<file path="config.mk">
export PLATFORM = sky130hd
export DESIGN_NAME = pri_int_ctrl
export DESIGN_NICKNAME = d
export VERILOG_FILES = /design/src/rtl/pri_int_pkg.sv /design/src/rtl/pri_req_cells.sv /design/src/rtl/pri_svc_reg.sv /design/src/rtl/pri_inhibit.sv /design/src/rtl/pri_int_ctrl.sv
export SDC_FILE = /design/constraint.sdc
export NUM_CORES = 1
export LEC_CHECK = 0
export ABC_AREA = 1
export BUFFER_PORTS_ARGS = -buffer_cell sky130_fd_sc_hd__buf_2
export CAP_MARGIN = 25
export CORE_AREA = 4 4 47 53
export CTS_CLUSTER_SIZE = 12
export DETAILED_ROUTE_END_ITERATION = 7
export DIE_AREA = 0 0 51 57
export HOLD_SLACK_MARGIN = 0.05
export PLACE_DENSITY = 0.72
export SETUP_SLACK_MARGIN = 0.4
export SYNTH_ARGS = -nofsm -noshare
export SYNTH_HDL_FRONTEND = slang
export SYNTH_SLANG_ARGS = --single-unit
</file>
<file path="constraint.sdc">
create_clock -name clk_i -period 1.7 [get_ports clk_i]
set_input_delay 0 -clock clk_i [delete_from_list [all_inputs] [get_ports clk_i]]
set_output_delay 0 -clock clk_i [all_outputs]
set_load 0.005 [all_outputs]
</file>
<file path="src/rtl/pri_int_pkg.sv">
package pri_int_pkg;
  localparam int unsigned NUM_REQ_DEF = 6;
  localparam int unsigned DATA_W_DEF  = 16;
  localparam int unsigned VEC_BASE_DEF = 1024;  // octal 2000
  localparam int unsigned STRIDE_LOG2_DEF = 2;
endpackage

</file>
<file path="src/rtl/pri_req_cells.sv">
module pri_req_cells #(
  parameter int unsigned NUM_REQ = 6,
  localparam int unsigned SVC_W = $clog2(NUM_REQ + 1)
) (
  input  logic               clk_i,
  input  logic               rst_ni,
  input  logic [NUM_REQ-1:0] req_set_i,
  input  logic               gen_rst_i,
  input  logic               kill_i,
  input  logic [SVC_W-1:0]   svc_num_i,
  output logic [SVC_W-1:0]   prio_o
);
  logic [NUM_REQ-1:0] pend_q;

  for (genvar k = 0; k < NUM_REQ; k++) begin : g_cell
    logic kill_hit;
    assign kill_hit = kill_i && (svc_num_i == SVC_W'(k + 1));
    always_ff @(posedge clk_i or negedge rst_ni) begin
      if (!rst_ni)          pend_q[k] <= 1'b0;
      else if (gen_rst_i)   pend_q[k] <= 1'b0;
      else if (req_set_i[k]) pend_q[k] <= 1'b1;  // set beats kill
      else if (kill_hit)    pend_q[k] <= 1'b0;
    end

    a_r5_kill_clears: assert property (@(posedge clk_i) disable iff (!rst_ni)
      (kill_i && svc_num_i == SVC_W'(k + 1) && !req_set_i[k]) |=> !pend_q[k]);
    a_r7_cell_holds: assert property (@(posedge clk_i) disable iff (!rst_ni)
      (pend_q[k] && !gen_rst_i && !(kill_i && svc_num_i == SVC_W'(k + 1))) |=> pend_q[k]);
  end

  always_comb begin
    prio_o = '0;
    for (int k = NUM_REQ - 1; k >= 0; k--)
      if (pend_q[k]) prio_o = SVC_W'(k + 1);
  end

  a_r2_code_none: assert property (@(posedge clk_i) disable iff (!rst_ni)
    (pend_q == '0) |-> (prio_o == '0));
endmodule

</file>
<file path="src/rtl/pri_svc_reg.sv">
module pri_svc_reg #(
  parameter int unsigned NUM_REQ = 6,
  parameter int unsigned DATA_W = 16,
  parameter int unsigned VEC_BASE = 1024,
  parameter int unsigned STRIDE_LOG2 = 2,
  localparam int unsigned SVC_W = $clog2(NUM_REQ + 1)
) (
  input  logic              clk_i,
  input  logic              rst_ni,
  input  logic              gen_rst_i,
  input  logic              latch_i,
  input  logic              clear_i,
  input  logic              vec_rd_i,
  input  logic [SVC_W-1:0]  prio_i,
  output logic [SVC_W-1:0]  svc_num_o,
  output logic [DATA_W-1:0] rd_bus_o
);
  logic [SVC_W-1:0] svc_q;

  always_ff @(posedge clk_i or negedge rst_ni) begin
    if (!rst_ni)                   svc_q <= '0;
    else if (gen_rst_i || clear_i) svc_q <= '0;
    else if (latch_i)              svc_q <= prio_i;
  end

  assign svc_num_o = svc_q;

  logic [DATA_W-1:0] offs;
  assign offs = DATA_W'(svc_q - SVC_W'(1)) << STRIDE_LOG2;
  assign rd_bus_o = (vec_rd_i && svc_q != '0) ? DATA_W'(VEC_BASE) + offs : '0;

  a_r4_latch: assert property (@(posedge clk_i) disable iff (!rst_ni)
    (latch_i && !clear_i && !gen_rst_i) |=> (svc_q == $past(prio_i)));
  a_r6_clear: assert property (@(posedge clk_i) disable iff (!rst_ni)
    clear_i |=> (svc_q == '0));
  a_r8_idle_bus: assert property (@(posedge clk_i) disable iff (!rst_ni)
    (svc_q == '0) |-> (rd_bus_o == '0));
endmodule

</file>
<file path="src/rtl/pri_inhibit.sv">
module pri_inhibit #(
  parameter int unsigned DATA_W = 16
) (
  input  logic              clk_i,
  input  logic              rst_ni,
  input  logic              gen_rst_i,
  input  logic              ovf_wr_i,
  input  logic [DATA_W-1:0] wr_data_i,
  input  logic              clr_inh1_i,
  input  logic              inh_i,
  input  logic              rel_i,
  output logic              inh1_o,
  output logic              inh_o
);
  logic inh1_q, inh_q, ovf;
  // top two bits disagree: positive or negative overflow
  assign ovf = wr_data_i[DATA_W-1] ^ wr_data_i[DATA_W-2];

  always_ff @(posedge clk_i or negedge rst_ni) begin
    if (!rst_ni) begin
      inh1_q <= 1'b0;
      inh_q  <= 1'b1;
    end else if (gen_rst_i) begin
      inh1_q <= 1'b0;
      inh_q  <= 1'b1;
    end else begin
      if (ovf_wr_i && ovf) inh1_q <= 1'b1;
      else if (clr_inh1_i) inh1_q <= 1'b0;
      if (inh_i)           inh_q <= 1'b1;
      else if (rel_i)      inh_q <= 1'b0;
    end
  end

  assign inh1_o = inh1_q;
  assign inh_o  = inh_q;

  a_r9_arm: assert property (@(posedge clk_i) disable iff (!rst_ni)
    (ovf_wr_i && (wr_data_i[DATA_W-1] != wr_data_i[DATA_W-2])) |=> inh1_q);
  a_r9_no_arm: assert property (@(posedge clk_i) disable iff (!rst_ni)
    (!inh1_q && !(ovf_wr_i && (wr_data_i[DATA_W-1] != wr_data_i[DATA_W-2]))) |=> !inh1_q);
  a_r10_inh: assert property (@(posedge clk_i) disable iff (!rst_ni)
    inh_i |=> inh_q);
  a_r11_gen_rst: assert property (@(posedge clk_i) disable iff (!rst_ni)
    gen_rst_i |=> (inh_q && !inh1_q));
endmodule

</file>
<file path="src/rtl/pri_int_ctrl.sv">
module pri_int_ctrl
  import pri_int_pkg::*;
#(
  parameter int unsigned NUM_REQ = NUM_REQ_DEF,
  parameter int unsigned DATA_W = DATA_W_DEF,
  parameter int unsigned VEC_BASE = VEC_BASE_DEF,
  parameter int unsigned STRIDE_LOG2 = STRIDE_LOG2_DEF,
  localparam int unsigned SVC_W = $clog2(NUM_REQ + 1)
) (
  input  logic               clk_i,
  input  logic               rst_ni,
  input  logic [NUM_REQ-1:0] req_set_i,
  input  logic               gen_rst_i,
  input  logic               latch_i,
  input  logic               kill_i,
  input  logic               clear_i,
  input  logic               ovf_wr_i,
  input  logic [DATA_W-1:0]  wr_data_i,
  input  logic               clr_inh1_i,
  input  logic               inh_i,
  input  logic               rel_i,
  input  logic               vec_rd_i,
  output logic               irq_o,
  output logic [SVC_W-1:0]   svc_num_o,
  output logic [DATA_W-1:0]  rd_bus_o
);
  logic [SVC_W-1:0] prio;
  logic inh1, inh;

  pri_req_cells #(.NUM_REQ(NUM_REQ)) u_cells (
    .clk_i, .rst_ni, .req_set_i, .gen_rst_i, .kill_i,
    .svc_num_i(svc_num_o), .prio_o(prio)
  );

  pri_svc_reg #(.NUM_REQ(NUM_REQ), .DATA_W(DATA_W), .VEC_BASE(VEC_BASE),
                .STRIDE_LOG2(STRIDE_LOG2)) u_svc (
    .clk_i, .rst_ni, .gen_rst_i, .latch_i, .clear_i, .vec_rd_i,
    .prio_i(prio), .svc_num_o, .rd_bus_o
  );

  pri_inhibit #(.DATA_W(DATA_W)) u_inh (
    .clk_i, .rst_ni, .gen_rst_i, .ovf_wr_i, .wr_data_i, .clr_inh1_i,
    .inh_i, .rel_i, .inh1_o(inh1), .inh_o(inh)
  );

  assign irq_o = (prio != '0) && (svc_num_o == '0) && !inh1 && !inh;

  a_r3_no_nest: assert property (@(posedge clk_i) disable iff (!rst_ni)
    (svc_num_o != '0) |-> !irq_o);
  a_r3_inhibited: assert property (@(posedge clk_i) disable iff (!rst_ni)
    (inh || inh1) |-> !irq_o);
  a_r11_gen_rst: assert property (@(posedge clk_i) disable iff (!rst_ni)
    gen_rst_i |=> (svc_num_o == '0 && !irq_o));
endmodule

</file>
### Word level (Yosys, flattened, before mapping)

Index checks and enable logic that the tools add are counted.

| cells by class | value |
|---|---|
| add/sub/neg operators | 2 |
| equality and inequality tests | 6 |
| multiplexer cells | 33 |
| bitwise operators | 1 |
| reduce and logical (&&, ||, !) cells | 26 |

Operator list:

| operator | count |
|---|---|
| $reduce_bool 3->1 | 10 |
| $mux 1 | 24 |
| $mux 3 | 8 |
| $add 11x16->16 const A | 1 |
| $mux 16 | 1 |
| $logic_and 1x1->1 | 11 |
| $eq 3x3->1 const B | 3 |
| $eq 3x2->1 const B | 2 |
| $sub 3x1->4 const B | 1 |
| $eq 3x1->1 const B | 1 |
| $logic_not 3->1 | 1 |
| $logic_not 1->1 | 2 |
| $reduce_bool 2->1 | 1 |
| $logic_or 1x1->1 | 1 |
| $xor 1x1->1 | 1 |

| word-level totals | value |
|---|---|
| bits in registers | 11 |
| input port bits | 33 |
| output and inout bits | 20 |
| logic and storage cells | 77 |

### Depth between registers and ports, before layout

| logic depth | value |
|---|---|
| word-level depth | 10 |
| depth in mapped cells | 7 |
| mapped depth without buffers | 7 |

### Hierarchy

Synthesis repeated with hierarchy kept, for this count alone.

| unflattened totals | value |
|---|---|
| cells, all modules | 119 |
| area total of the unflattened synthesis | 788.3 µm² |

By module, submodules not included:

| module | times used | cells an instance | area each (µm²) | sequential area each (µm²) |
|---|---|---|---|---|
| pri_req_cells | 1 | 57 | 360.3 | 150.1 |
| pri_svc_reg | 1 | 43 | 295.3 | 75.1 |
| pri_inhibit | 1 | 13 | 105.1 | 51.3 |
| pri_int_ctrl | 1 | 6 | 27.5 | 0.0 |

### Worst setup path after synthesis

OpenSTA, ideal clock, no wires.

| path | value |
|---|---|
| kind | register -> output |
| start point | reg u_svc.svc_q[0] (netlist: u_svc.svc_num_o[0]) |
| end point | out rd_bus_o[6] |
| data arrival time | 1.439 ns |
| data required time | 1.700 ns |
| setup slack | 0.261 ns |
| cell stages (with the launch flop) | 7 |
| buffers on the path | 1 |
| cells stage by stage | dfrtp_1 > inv_1 > ha_1 > nand2_4 > nand2_4 > nor4_2 > buf_4 |

| on the way | value |
|---|---|
| longest elaborated chain between the ends | 3 |
| elaborated cells between the ends (all ways) | 5 |
| classes of those cells | add/sub: 2; mux: 1; reduce/logical: 2 |

RTL lines:

| item | RTL line | RTL |
|---|---|---|
| from (decl) | pri_svc_reg.sv:18 | `logic [SVC_W-1:0] svc_q;` |
| from (signal assigned) | pri_svc_reg.sv:23 | `else if (latch_i) svc_q <= prio_i;` |
| $sub 3x1->4 or $reduce_bool 3->1 (tied branches) | pri_svc_reg.sv:29, pri_svc_reg.sv:30 |  |
| $add 11x16->16 or $logic_and 1x1->1 (tied branches) | pri_svc_reg.sv:30 | `assign rd_bus_o = (vec_rd_i && svc_q != '0) ? DATA_W'(VEC_BASE) + offs : '0;` |
| $mux 16 (*) | pri_svc_reg.sv:30 |  |
| to (decl) | pri_int_ctrl.sv:25 | `output logic [DATA_W-1:0] rd_bus_o` |

Every way passes the cells marked *; elsewhere a longest branch is shown, timed or not.

### Final worst setup path

| path | value |
|---|---|
| start point | reg u_svc.svc_q[0] (netlist: u_svc.svc_num_o[0]) |
| end point | out rd_bus_o[10] |

The elaborated chain is that of the path after synthesis.

==> impl_metrics.csv <==
group,metric,value,unit
status,status,"completed",
critical_path,cpMaxStageDelayCell,"dfrtp_2",
place,dp_slack,342,ps
layout,layout.nets,189,
synth,synth_seq_cells,11,
synth,synth_edf_count,0,
critical_path,path_class,"reg -> out",
synth,ys_types,22,
critical_path,cp_data_required_time,1700,ps
critical_path,crit_chain,"inv_4 > ha_4 > nand2_4 > nand2_4 > buf_6 > a31oi_1 > buf_2",
routing,via_count,782,
floorplan,die_w,51,µm
critical_path,cp-end-kind,"output port",
grt,grt_pass1_wl,3300,µm
critical_path,startpoint_type,"flip-flop",
hold_path,hp-start,"kill_i",
floorplan,core_area,0.00198,mm²
sta,fin_crit,1400,ps
floorplan,std_cell_rows,17,
clock_tree,htree_levels,1,
synth,yosysWarnings,0,
clock_tree,clock_latency,270,ps
synth,syn_area_per_cell,7.72,µm²
synth,synth_top_area_share,0.331,
critical_path,cp_top_family,"flip-flops",
routing,drc,0,
clock_tree,root_buffer,"clkbuf_4",
critical_path,crit_start,"u_svc.svc_num_o[0]",
critical_path,crit_fanout,4,
synth,postSynth.asyncResetShare,1.00,
grt,busiest_layer,"met2",
sta,layout_worst_path_cycle_share,0.824,
sta,fin_worst_skew,5.61,ps
sta,tns,0,ps
clock_tree,cts_buffer_depth,2,
sta,hold_viol_final,0,
hold_path,hp-class,"in -> reg",
routing,viasPerCell,4.39,
grt,grt_max_degree,12,
grt,overflow,0,
clock_tree,cts.sinks,11,
grt,met3_usage,0.0183,
critical_path,r2r_start,"u_svc.svc_num_o[1]",
synth,synthFlopType,"dfrtp_1",
floorplan,die_h,57,µm
grt,use_met2,0.271,
power_and_ir_drop,power_density,546,mW/mm²
layout,antennaDiodeCount,0,
critical_path,critPathArrivalTime,1400,ps
critical_path,crit_path_frequent_cell,"nand2_4",
sta,max_freq,0.714,GHz
routing,dr.pass1.iters,4,
sta,setup_viol,0,
clock_tree,numCtsBuffers,3,
floorplan,start_util,0.383,
grt,use_met1,0.166,
synth,synth_common_cells,"15 x nand2_1, 15 x nor2_1, 12 x inv_1, 11 x buf_4, 10 x dfrtp_1",
routing,wl_per_cell,11.3,µm
power_and_ir_drop,p_leak,0.642,nW
sta,rsz0062_at_grt,"true",
synth,synthCells,98,
critical_path,worst-path-buf-inv,3,
power_and_ir_drop,ir_drop,0.502,mV
clock_tree,clkSlewWorstSetupHoldPaths,70,ps
routing,finalWirelength,2000,µm
synth,yosys.area.top_type,"dfrtp_1",
layout,drive_above_1_share,0.393,
place,port_buffers,31,
layout,area_growth,60.3,%
synth,ys_seq_area_frac,0.365,
grt,antenna_found_initial,0,
floorplan,die_area,0.00291,mm²
place,place.gp.congestion,0.779,
flow_run,drv_cap,0,
sta,slew_viol_final,0,
critical_path,slowest_delay,400,ps
place,dp_hpwl,1310,µm
grt,grt_usage,0.148,
clock_tree,tritoncts,"done",
floorplan,io_pins,53,
grt,grt_pass1_vias,774,
routing,drtAntennaViolNets,0,
sta,setup_ws,299,ps
synth,synth_area_leaders,"dfrtp_1 33%, buf_4 11%, ha_1 8.3%",
routing,drtIter0Drc,7,
synth,syn-cell-area,757,µm²
-- path summary, 6_finish.rpt --
kind / endpoint / cells past startpoint / slack [ps]
max in group asynchronous: u_inh.inh_o / 2 / 1310
worst min-delay path: u_cells.pend_q[3] / 4 / 100
min in group asynchronous: u_cells.pend_q[0] / 2 / 130
worst max register to register: u_cells.pend_q[0] / 6 / 480
worst max-delay path: rd_bus_o[10] / 7 / 300
worst min register to register: u_inh.inh_o / 2 / 480
-- cells by family (layout without fill, tap and decap cells) --
logic type	Yosys count	count (layout)	synth area share
other	1	7	0.00495
DFF	11	11	0.365
AOI/OAI and AO/OA	12	12	0.0826
and+or+nand+nor	42	42	0.261
adders and majority gates	5	5	0.0826
buffers and inverters	25	71	0.180
xor gates and xnor gates	2	2	0.0231
-- layer usage --
metal	routed length, µm	part of all wire
met3	97	0.048
met2	1080	0.54
met5	0	0
met4	40	0.020
met1	784	0.39
-- state kept, by name, indices dropped and copies added, names as in the netlist --
name / cells
u_cells.pend_q: 6
u_svc.svc_num_o: 3
u_inh.inh1_o: 1
u_inh.inh_o: 1
-- placed cells by master, fill, tap and decap left out, types with 2 or more instances in the layout --
cell type / n
buf_2: 30
nand2_1: 15
dlygate4sd3_1: 15
nor2_1: 13
inv_1: 10
a21oi_1: 8
nand3_1: 7
conb_1: 7
dfrtp_1: 7
buf_4: 6
ha_1: 3
clkbuf_4: 3
buf_6: 3
dfrtp_2: 3
inv_4: 2
nand2_4: 2
nor2_4: 2
nor3_2: 2
ha_4: 2
-- worst reg2reg max path, delay by kind of cell, from the launching register on --
kind            cells  cell delay (ps)
compound gates      1              140
fa+ha+maj           1              180
buf+inv             2              200
flops               1              430
simple gates        2              160
-- timing repair --
item | CTS | global route
hold buffers | 15 | 0
pin swaps | 7 | 4
setup endpoints to repair | 10 | 11
endpoints found under the hold margin | 22 | 0
gates resized for setup | 11 | 8
buffers inserted | 8 | 0
-- layout make-up --
| class | instances | area, µm² |
|---|---|---|
| Tap cell | 28 | 35.0 |
| Fill cell | 178 | 764 |
| Timing Repair Buffer | 54 | 379 |
| Multi-Input combinational cell | 68 | 439 |
| Clock buffer | 4 | 26.3 |
| Sequential cell | 11 | 280 |
| Inverter | 13 | 53.8 |
-- per-stage QoR --
step | power (mW) | util | cell area (µm²) | instances | hold WS [ps]
after global routing | 0.706 | 0.614 | 1210 | 178 | 132
after detailed placement | 0.416 | 0.452 | 893 | 151 | -114
after floorplan | 0.381 | - | 791 | 104 | -296
after global placement | 0.412 | 0.452 | 893 | 151 | -126
final | 0.663 | 0.614 | 1210 | 178 | 102
after CTS | 0.650 | 0.593 | 1170 | 178 | 108
-- power breakdown --
part	total, mW	switching, mW	leakage, nW	internal, mW
registers	0.290	0.0119	0.135	0.278
clock network	0.181	0.0899	0.0150	0.0910
logic	0.193	0.0901	0.492	0.103
No activity file was read; power rests on OpenSTA's default activity.
